$ cat src/rtl/dsp_math_trap_pkg.sv
package dsp_math_trap_pkg;
  typedef enum logic [1:0] {
    OP_OTHER = 2'b00,
    OP_DIV   = 2'b01,
    OP_ACC   = 2'b10,
    OP_SHIFT = 2'b11
  } op_class_e;

  localparam int unsigned NUM_ACC   = 2;
  localparam int unsigned NUM_CAUSE = 6;
  localparam int unsigned C_DIV     = 0;
  localparam int unsigned C_OVF0    = 1;  // A, B follow
  localparam int unsigned C_CAT0    = 3;  // A, B follow
  localparam int unsigned C_SHIFT   = 5;
endpackage

$ cat src/rtl/dsp_math_trap_acc_chk.sv
module dsp_math_trap_acc_chk #(
  parameter int unsigned ACC_W  = 40,
  parameter int unsigned MAIN_W = 32
) (
  input  logic [ACC_W-1:0] pre_i,
  input  logic [ACC_W-1:0] post_i,
  input  logic             check_i,
  input  logic             ovf_en_i,
  input  logic             cat_en_i,
  input  logic             guard_use_i,
  input  logic             sat_any_i,
  output logic             ovf_hit_o,
  output logic             cat_hit_o
);
  localparam int unsigned HI_W = ACC_W - MAIN_W + 1;

  logic [HI_W-1:0] pre_hi, post_hi;
  logic pre_fits, post_fits, changed, wrapped;

  always_comb begin
    pre_hi    = pre_i[ACC_W-1:MAIN_W-1];
    post_hi   = post_i[ACC_W-1:MAIN_W-1];
    pre_fits  = (&pre_hi) | ~(|pre_hi);
    post_fits = (&post_hi) | ~(|post_hi);
    changed   = (pre_i != post_i);
    // sign flip with both ends in the outer quarter: wrap across +max/-max
    wrapped   = (pre_i[ACC_W-1] != post_i[ACC_W-1]) &&
                (pre_i[ACC_W-2] != pre_i[ACC_W-1]) &&
                (post_i[ACC_W-2] != post_i[ACC_W-1]);
    ovf_hit_o = check_i && changed && pre_fits && !post_fits &&
                ovf_en_i && !guard_use_i;
    cat_hit_o = check_i && changed && wrapped && cat_en_i && !sat_any_i;
  end
endmodule

$ cat src/rtl/dsp_math_trap_misc_chk.sv
module dsp_math_trap_misc_chk #(
  parameter int unsigned DIV_W     = 16,
  parameter int unsigned SHW       = 6,
  parameter int unsigned MAX_SHIFT = 16
) (
  input  logic             div_chk_i,
  input  logic [DIV_W-1:0] divisor_i,
  input  logic             shift_chk_i,
  input  logic [SHW-1:0]   shift_amt_i,
  output logic             div_zero_o,
  output logic             shift_bad_o
);
  logic [SHW-1:0] mag;

  always_comb begin
    mag         = shift_amt_i[SHW-1] ? (~shift_amt_i + 1'b1) : shift_amt_i;
    div_zero_o  = div_chk_i && (divisor_i == '0);
    shift_bad_o = shift_chk_i && (32'(mag) > MAX_SHIFT);
  end
endmodule

$ cat src/rtl/dsp_math_trap_flags.sv
module dsp_math_trap_flags #(
  parameter int unsigned N = 6
) (
  input  logic         clk_i,
  input  logic         rst_ni,
  input  logic [N-1:0] set_i,
  input  logic [N-1:0] clr_i,
  output logic [N-1:0] flags_o,
  output logic         trap_o
);
  logic [N-1:0] flags_q;
  logic         trap_q;

  always_ff @(posedge clk_i or negedge rst_ni) begin
    if (!rst_ni) begin
      flags_q <= '0;
      trap_q  <= 1'b0;
    end else begin
      flags_q <= (flags_q & ~clr_i) | set_i;
      trap_q  <= |set_i;
    end
  end

  assign flags_o = flags_q;
  assign trap_o  = trap_q;

  AST_TRAP_AFTER_CAUSE: assert property (@(posedge clk_i) disable iff (!rst_ni)
    (|set_i) |=> trap_o);
  AST_TRAP_QUIET: assert property (@(posedge clk_i) disable iff (!rst_ni)
    !(|set_i) |=> !trap_o);
  AST_FLAG_CAPTURE: assert property (@(posedge clk_i) disable iff (!rst_ni)
    (|set_i) |=> ((flags_o & $past(set_i)) == $past(set_i)));
  AST_FLAG_STICKY: assert property (@(posedge clk_i) disable iff (!rst_ni)
    (($past(flags_o) & ~$past(clr_i) & ~flags_o) == '0));
endmodule

$ cat src/rtl/dsp_math_trap.sv
module dsp_math_trap
  import dsp_math_trap_pkg::*;
#(
  parameter int unsigned ACC_W     = 40,
  parameter int unsigned MAIN_W    = 32,
  parameter int unsigned DIV_W     = 16,
  parameter int unsigned SHW       = 6,
  parameter int unsigned MAX_SHIFT = 16
) (
  input  logic                 clk_i,
  input  logic                 rst_ni,
  input  logic                 op_valid_i,
  input  logic [1:0]           op_class_i,
  input  logic [DIV_W-1:0]     divisor_i,
  input  logic [ACC_W-1:0]     acc_a_pre_i,
  input  logic [ACC_W-1:0]     acc_a_post_i,
  input  logic [ACC_W-1:0]     acc_b_pre_i,
  input  logic [ACC_W-1:0]     acc_b_post_i,
  input  logic [NUM_ACC-1:0]   acc_we_i,
  input  logic [NUM_ACC-1:0]   ovf_en_i,
  input  logic [NUM_ACC-1:0]   cat_en_i,
  input  logic [NUM_ACC-1:0]   guard_use_i,
  input  logic [NUM_ACC-1:0]   sat_acc_i,
  input  logic                 sat_wr_i,
  input  logic [SHW-1:0]       shift_amt_i,
  input  logic [NUM_CAUSE-1:0] flag_clr_i,
  output logic                 trap_o,
  output logic                 div_abort_o,
  output logic [NUM_CAUSE-1:0] flags_o
);
  op_class_e cls;
  logic div_chk, acc_chk, shift_chk, div_zero, shift_bad;
  logic [ACC_W-1:0]     pre_v  [NUM_ACC];
  logic [ACC_W-1:0]     post_v [NUM_ACC];
  logic [NUM_ACC-1:0]   ovf_hit, cat_hit;
  logic [NUM_CAUSE-1:0] cause;

  always_comb begin
    cls       = op_class_e'(op_class_i);
    div_chk   = op_valid_i && (cls == OP_DIV);
    acc_chk   = op_valid_i && (cls == OP_ACC);
    shift_chk = op_valid_i && (cls == OP_SHIFT);
    pre_v[0]  = acc_a_pre_i;
    post_v[0] = acc_a_post_i;
    pre_v[1]  = acc_b_pre_i;
    post_v[1] = acc_b_post_i;
  end

  for (genvar g = 0; g < NUM_ACC; g++) begin : g_acc
    dsp_math_trap_acc_chk #(.ACC_W(ACC_W), .MAIN_W(MAIN_W)) u_chk (
      .pre_i       (pre_v[g]),
      .post_i      (post_v[g]),
      .check_i     (acc_chk && acc_we_i[g]),
      .ovf_en_i    (ovf_en_i[g]),
      .cat_en_i    (cat_en_i[g]),
      .guard_use_i (guard_use_i[g]),
      .sat_any_i   (sat_acc_i[g] | sat_wr_i),
      .ovf_hit_o   (ovf_hit[g]),
      .cat_hit_o   (cat_hit[g])
    );
    assign cause[C_OVF0+g] = ovf_hit[g];
    assign cause[C_CAT0+g] = cat_hit[g];
  end

  dsp_math_trap_misc_chk #(.DIV_W(DIV_W), .SHW(SHW), .MAX_SHIFT(MAX_SHIFT)) u_misc (
    .div_chk_i   (div_chk),
    .divisor_i   (divisor_i),
    .shift_chk_i (shift_chk),
    .shift_amt_i (shift_amt_i),
    .div_zero_o  (div_zero),
    .shift_bad_o (shift_bad)
  );

  assign cause[C_DIV]   = div_zero;
  assign cause[C_SHIFT] = shift_bad;
  assign div_abort_o    = div_zero;

  dsp_math_trap_flags #(.N(NUM_CAUSE)) u_flags (
    .clk_i   (clk_i),
    .rst_ni  (rst_ni),
    .set_i   (cause),
    .clr_i   (flag_clr_i),
    .flags_o (flags_o),
    .trap_o  (trap_o)
  );

  AST_ABORT_TRAPS: assert property (@(posedge clk_i) disable iff (!rst_ni)
    div_abort_o |=> (trap_o && flags_o[C_DIV]));
  AST_ABORT_ONLY_DIV: assert property (@(posedge clk_i) disable iff (!rst_ni)
    (op_class_i != OP_DIV) |-> !div_abort_o);
  AST_IDLE_QUIET: assert property (@(posedge clk_i) disable iff (!rst_ni)
    !op_valid_i |-> (cause == '0));
  AST_GUARD_MASK: assert property (@(posedge clk_i) disable iff (!rst_ni)
    (guard_use_i & ovf_hit) == '0);
  AST_SAT_MASK: assert property (@(posedge clk_i) disable iff (!rst_ni)
    sat_wr_i |-> (cat_hit == '0));
  AST_SHIFT_ZERO: assert property (@(posedge clk_i) disable iff (!rst_ni)
    (shift_amt_i == '0) |-> !cause[C_SHIFT]);
endmodule

$ cat config.mk
export PLATFORM = sky130hd
export DESIGN_NAME = dsp_math_trap
export DESIGN_NICKNAME = d
export VERILOG_FILES = /design/src/rtl/dsp_math_trap_pkg.sv /design/src/rtl/dsp_math_trap_acc_chk.sv /design/src/rtl/dsp_math_trap_misc_chk.sv /design/src/rtl/dsp_math_trap_flags.sv /design/src/rtl/dsp_math_trap.sv
export SDC_FILE = /design/constraint.sdc
export NUM_CORES = 1
export LEC_CHECK = 0
export ABC_AREA = 1
export ABC_CLOCK_PERIOD_IN_PS = 1540
export BUFFER_PORTS_ARGS = -buffer_cell sky130_fd_sc_hd__buf_4
export CELL_PAD_IN_SITES_DETAIL_PLACEMENT = 1
export CELL_PAD_IN_SITES_GLOBAL_PLACEMENT = 1
export CORE_MARGIN = 5
export CORE_UTILIZATION = 22
export DETAILED_ROUTE_END_ITERATION = 10
export PLACE_DENSITY = 0.9
export SETUP_SLACK_MARGIN = 0.4
export SYNTH_ARGS = -nofsm -noshare
export SYNTH_HDL_FRONTEND = slang
export SYNTH_SLANG_ARGS = --single-unit
$ cat constraint.sdc
create_clock -name clk_i -period 1.54 [get_ports clk_i]
set_input_delay 0.231 -clock clk_i [delete_from_list [all_inputs] [get_ports clk_i]]
set_output_delay 0.231 -clock clk_i [all_outputs]
set_load 0.03 [all_outputs]
==> run_results.csv, run 1 <==
group,metric,value,unit
synthesis,ys_top_cells_by_area,"nand2_1, xnor2_1, inv_1, dfrtp_1, nor2_1",
setup_path,start_kind,"primary input",
power_and_ir_drop,pwr-share-comb,67.2,%
floorplan,die_w,105,um
layout,drive_above_1_share,48.4,%
cts,htreeDepth,1,
routing,ant_nets,0,
sta,finalWorstSetupSlack,0.235,ns
routing,vias_per_cell,4.44,
grt,grt_pass1_vias,3550,
cts,cts_buffer_depth,2,
floorplan,die_area,11100,um2
outcome,outcome,"complete, no violations",
layout,syn_to_final_growth,111,%
power_and_ir_drop,power,1.42,mW
power_and_ir_drop,p_clk_share,19.5,%
placement,dp_slack,0.00983,ns
power_and_ir_drop,seqPwrFrac,13.3,%
grt,antenna_found_initial,0,
grt,grt_pass1_wl,16.1,mm
power_and_ir_drop,powerDensity,338,nW/um2
synthesis,async_flop_share,100,%
floorplan,rows,34,
sta,max_slew_margin,75.4,%
cts,clk_latency,0.24,ns
grt,grt_overflow,0,
layout,utilization,48.1,%
sta,slew_viol_final,0,
routing,wl,10.8,mm
sta,period_share,84.7,%
cts,cts_buffers,3,
layout,layout_commonest_cell,"buf_4",
synthesis,yosysTopAreaCell,"nand2_1",
setup_path,cpMostUsedCell,"buf_6",
sta,timing.fmax,766,MHz
sta,worstMarginPinSlew,0.366,ns
setup_path,crit_path_top_delay_cell,"and3b_2",
sta,setup_violations,0,
sta,fin_skew,0,ns
grt,grt_max_degree,8,
synthesis,syn_inst,393,
worst_hold_path,min_path_type,"primary input to register",
routing,drtPass1Iterations,4,
grt,grt.total_usage,17.5,%
synthesis,synth_edf_count,0,
layout,num_antenna_cells,0,
job,maxCapViolCount,0,
layout,layout_common_cells,"buf_4, nand2_1, inv_1",
setup_path,critical_path_class,"primary input to output port",
power_and_ir_drop,peakVddDrop,159,uV
sta,hold_viol,0,
sta,hold_slack,0.160,ns
synthesis,synthesis.nets,597,
cts,cts_tree,"yes",
placement,io_buffers,211,
cts,clk_pin_slew,0.04,ns
placement,gp_congestion,0.830,
synthesis,synthDistinctLibCells,23,
power_and_ir_drop,leakage,2.38,nW
worst_hold_path,hold_path_depth,2,
routing,vias,3205,
power_and_ir_drop,internal_power,0.938,mW
synthesis,synth_ff_type,"dfrtp_1",
floorplan,die_h,105,um
sta,rsz0062_at_grt,"true",
cts,cts_root_buf,"clkbuf_8",
synthesis,synth_seq_area_share,8.79,%
sta,min_period,1.30,ns
cts,cts_sinks,7,
synthesis,synth_seq_cells,7,
floorplan,start_util,22.7,%
routing,drc,0,
floorplan,ios,212,
sta,fin_tns_setup,0,ns
floorplan,core_area,8760,um2
layout,num-nets-final,819,
setup_path,cp_max_fo,2,
setup_path,worst_setup_path_end_kind,"output port",
synthesis,synth.avg_cell_area,5.07,um2
setup_path,arrival,1.07,ns
setup_path,path_cells,"buf_6 > nor4_2 > and3b_2 > nand3_4 > inv_2 > buf_6",
synthesis,netlist_area,1990,um2
setup_path,required,1.31,ns
routing,wl_per_cell,14.9,um
synthesis,yosys_warnings,0,
placement,place_hpwl,9.27,mm
synthesis,yosysTopAreaCellShare,27.1,%
routing,initialDrtViolationCount,42,
setup_path,cpPeakStageDelay,0.24,ns
setup_path,r2r_cells,2,
power_and_ir_drop,p_switching,0.486,mW
power_and_ir_drop,p_sw_share,34.1,%
==> per-layer routing <==
| metal | track usage [%] | part of all wire (%) |
|---|---|---|
| met2 | 36.1 | 57 |
| met5 | 0 | 0 |
| met4 | 4.57 | 2.1 |
| met3 | 3.39 | 6.7 |
| met1 | 17.2 | 34 |
==> layout make-up <==
class	count	area, um2
multi-input cells	293	1760
flip-flops and latches	7	175
well taps	108	135
inverters	93	364
repair buffers	217	1730
fillers	1167	4550
clock buffers	4	45.0
==> worst paths after layout <==
| path | startpoint | end | slack (ns) |
|---|---|---|---|
| max | divisor_i[5] | div_abort_o | 0.24 |
| min | flag_clr_i[4] | u_flags.flags_o[4] | 0.16 |
| max reg2reg | u_flags.flags_o[1] | u_flags.flags_o[1] | 0.87 |
| min reg2reg | u_flags.flags_o[4] | u_flags.flags_o[4] | 0.52 |
| max in group asynchronous | rst_ni | u_flags.flags_o[3] | 1.07 |
| min in group asynchronous | rst_ni | u_flags.flags_o[5] | 0.34 |
==> power by group through the flow <==
stage,sequential [mW],clock [mW],combinational (mW)
final,0.189,0.277,0.957
after global routing,0.189,0.284,1.05
after CTS,0.189,0.275,0.899
after detailed placement,0.191,0,0.828
after global placement,0.191,0,0.794
after floorplan,0.197,0,0.289
==> kinds of logic after synthesis <==
kind of cell	Yosys count	share of synthesized area, %
DFF	7	8.79
xor gates and xnor gates	46	20.2
AOI/OAI and AO/OA	12	3.08
and+or+nand+nor	235	50.4
buffers and inverters	93	17.5
==> flip-flops by register name, summed over array words and instances, names as in the netlist <==
| signal | cells |
|---|---|
| u_flags.trap_o | 1 |
| u_flags.flags_o | 6 |
==> synth_stat cells (2+ instances only) <==
cell	n
inv_1	91
nand3_1	8
dfrtp_1	7
nor2_1	37
o21ai_0	7
nor3_1	13
nand4_1	13
nor4_1	6
inv_2	2
xor2_1	2
nand3b_1	2
xnor2_1	44
nand2_2	3
o21ai_1	2
nand2_1	144
nand3_2	2
nor2_2	3
a21oi_1	2
==> repair_timing <==
action,4_1_cts,5_1_grt
endpoints found under the setup margin,5,6
endpoints found under the hold margin,7,0
hold buffers,1,0
buffers inserted,3,2
gates resized for setup,53,54
pin swaps,41,34
==> critical path, delay by kind of cell <==
family | cells | cell delay (ns)
AND/OR/NAND/NOR | 3 | 0.55
buffers and inverters | 3 | 0.28
==> stage by stage <==
stage / cells / instance area (um2)
CTS: 720 / 4030
finish: 722 / 4210
global placement: 712 / 3710
detailed placement: 712 / 3710
floorplan: 393 / 1990
global route: 722 / 4210
(Power assumes the default switching activity.)
==> inputs of run 2 (changes only) <==
ABC_CLOCK_PERIOD_IN_PS = 1200   (was 1540)
CORE_UTILIZATION = 18   (was 22)
PLACE_DENSITY = 0.79   (was 0.9)
clock period = 1.2 ns   (was 1.54 ns; I/O delays follow)
==> run_results.csv, run 2 (synthesis gave the netlist of run 1 again) <==
group,metric,value,unit
routing,wl,10.8,mm
setup_path,reg2reg_to,"u_flags.flags_o[1]",
setup_path,arrival,1.09,ns
sta,fin_skew,0,ns
placement,dp_slack,-0.261,ns
routing,ant_nets,0,
power_and_ir_drop,peakVddDrop,332,uV
power_and_ir_drop,leakage,2.58,nW
floorplan,core_area,10800,um2
floorplan,ios,212,
grt,grtUsageMet2,32.1,%
grt,grt_overflow,0,
setup_path,r2r-start,"u_flags.flags_o[1]",
sta,rsz0062_at_grt,"true",
routing,drtPass1Iterations,4,
layout,multi_input_area,1830,um2
floorplan,start_util,18.4,%
setup_path,required,1.02,ns
layout,seq_area,175,um2
placement,io_buffers,211,
sta,timing.fmax,786,MHz
layout,syn_to_final_growth,132,%
placement,gp_congestion,0.778,
grt,grt_max_degree,8,
layout,num-fill-cells,1386,
sta,worstMarginPinSlew,0.355,ns
setup_path,cp_max_fo,2,
floorplan,die_area,13300,um2
routing,vias_per_cell,4.20,
grt,antenna_found_initial,0,
placement,place_hpwl,9.29,mm
grt,grt_pass1_wl,16.5,mm
sta,finalWorstSetupSlack,-0.0728,ns
layout,layout_common_cells,"buf_4, nand2_1, inv_1",
sta,min_period,1.27,ns
grt,grt.total_usage,15.2,%
sta,max_slew_margin,76.1,%
grt,grt-busiest-layer,"met2",
setup_path,r2r_cells,3,
routing,wl_per_cell,13.9,um
routing,vias,3289,
floorplan,die_w,115,um
grt,use_met1,15.1,%
worst_hold_path,hold_path_startpoint,"flag_clr_i[3]",
cts,cts_buffer_depth,2,
job,maxCapViolCount,0,
floorplan,rows,38,
setup_path,critical_path_class,"primary input to output port",
sta,setup_violations,2,
setup_path,worstSetupStartpoint,"divisor_i[0]",
sta,hold_slack,0.124,ns
layout,num_antenna_cells,0,
grt,grtUsageMet3,2.79,%
layout,layout_commonest_cell,"buf_4",
routing,initialDrtViolationCount,35,
cts,clk_latency,0.22,ns
setup_path,rrSetupSlack,0.43,ns
layout,num-nets-final,848,
cts,cts_root_buf,"clkbuf_8",
power_and_ir_drop,powerDensity,408,nW/um2
layout,largest_reg_flops,6,
outcome,violations,"negative setup slack",
worst_hold_path,holdPathEnd,"u_flags.flags_o[3]",
worst_hold_path,hold_path_depth,2,
cts,clk_pin_slew,0.05,ns
cts,htreeDepth,1,
sta,hold_viol,0,
floorplan,die_h,115,um
setup_path,start_kind,"primary input",
outcome,outcome,"finished with violations",
cts,cts_tree,"yes",
sta,period_share,106,%
routing,drc,0,
grt,grt_pass1_vias,3743,
cts,cts_buffers,3,
cts,cts_sinks,7,
worst_hold_path,min_path_type,"primary input to register",
sta,slew_viol_final,0,
setup_path,worst_setup_path_end_kind,"output port",
layout,drive_above_1_share,53.8,%
[run 2: cell count changes in the layout (fill, tap and decap cells not counted), moves of 5 or more]
cell and delta:
buf_4 +7, buf_6 +20, inv_1 -7, inv_2 +10, o21ai_0 -5, o21ai_2 +7
[run 2: worst max path at each step]
stage / to / slack [ns] / depth (start not counted)
floorplan: u_flags.trap_o / 0.15 / 10
global placement: u_flags.trap_o / -0.19 / 14
detailed placement: u_flags.trap_o / -0.26 / 11
CTS: div_abort_o / -0.006 / 6
global route: div_abort_o / -0.11 / 6
finish: div_abort_o / -0.07 / 6
[run 2: cell type report]
| class | count | share of cell area (%) |
|---|---|---|
| flip-flops and latches | 7 | 3.78 |
| repair buffers | 246 | 44.0 |
| well taps | 140 | 3.78 |
| clock buffers | 4 | 0.973 |
| inverters | 93 | 7.81 |
| multi-input cells | 293 | 39.6 |
[run 2: report_power, final]
group	switching, mW	total, mW	leakage, nW	internal, mW
registers	0.00286	0.243	0.0970	0.241
clock network	0.104	0.334	0.0228	0.230
logic	0.509	1.31	2.46	0.804
[run 2: what timing repair did]
item                                   4_1_cts  5_1_grt
pin swaps                                   58       20
resized for setup                          106       29
hold buffers                                 1        0
setup buffers                                2        4
setup endpoints to repair                   15       15
endpoints found under the hold margin        7        0
[run 2: worst max-delay path, stage by stage]
cell,delay [ns]
buf_6,0.10
nor4_4,0.29
and3b_2,0.26
nand3_4,0.08
inv_4,0.07
buf_6,0.12
[run 2: per-stage QoR]
stage	instance area [um2]	std cells	util [%]	total power [mW]	setup TNS, ns
2_1_floorplan	2060	393	-	0.639	0
3_3_place_gp	4030	772	37.2	1.35	-0.643
3_5_place_dp	4030	772	37.2	1.39	-0.973
4_1_cts	4490	779	41.4	1.86	-0.00581
5_1_grt	4630	783	42.7	2.04	-0.240
6_report	4630	783	42.7	1.89	-0.106
[run 2: layer usage]
layer | share of wire, % | wire [um]
met5 | 0 | 0
met4 | 2.2 | 240
met3 | 8.1 | 879
met2 | 57 | 6170
met1 | 33 | 3560
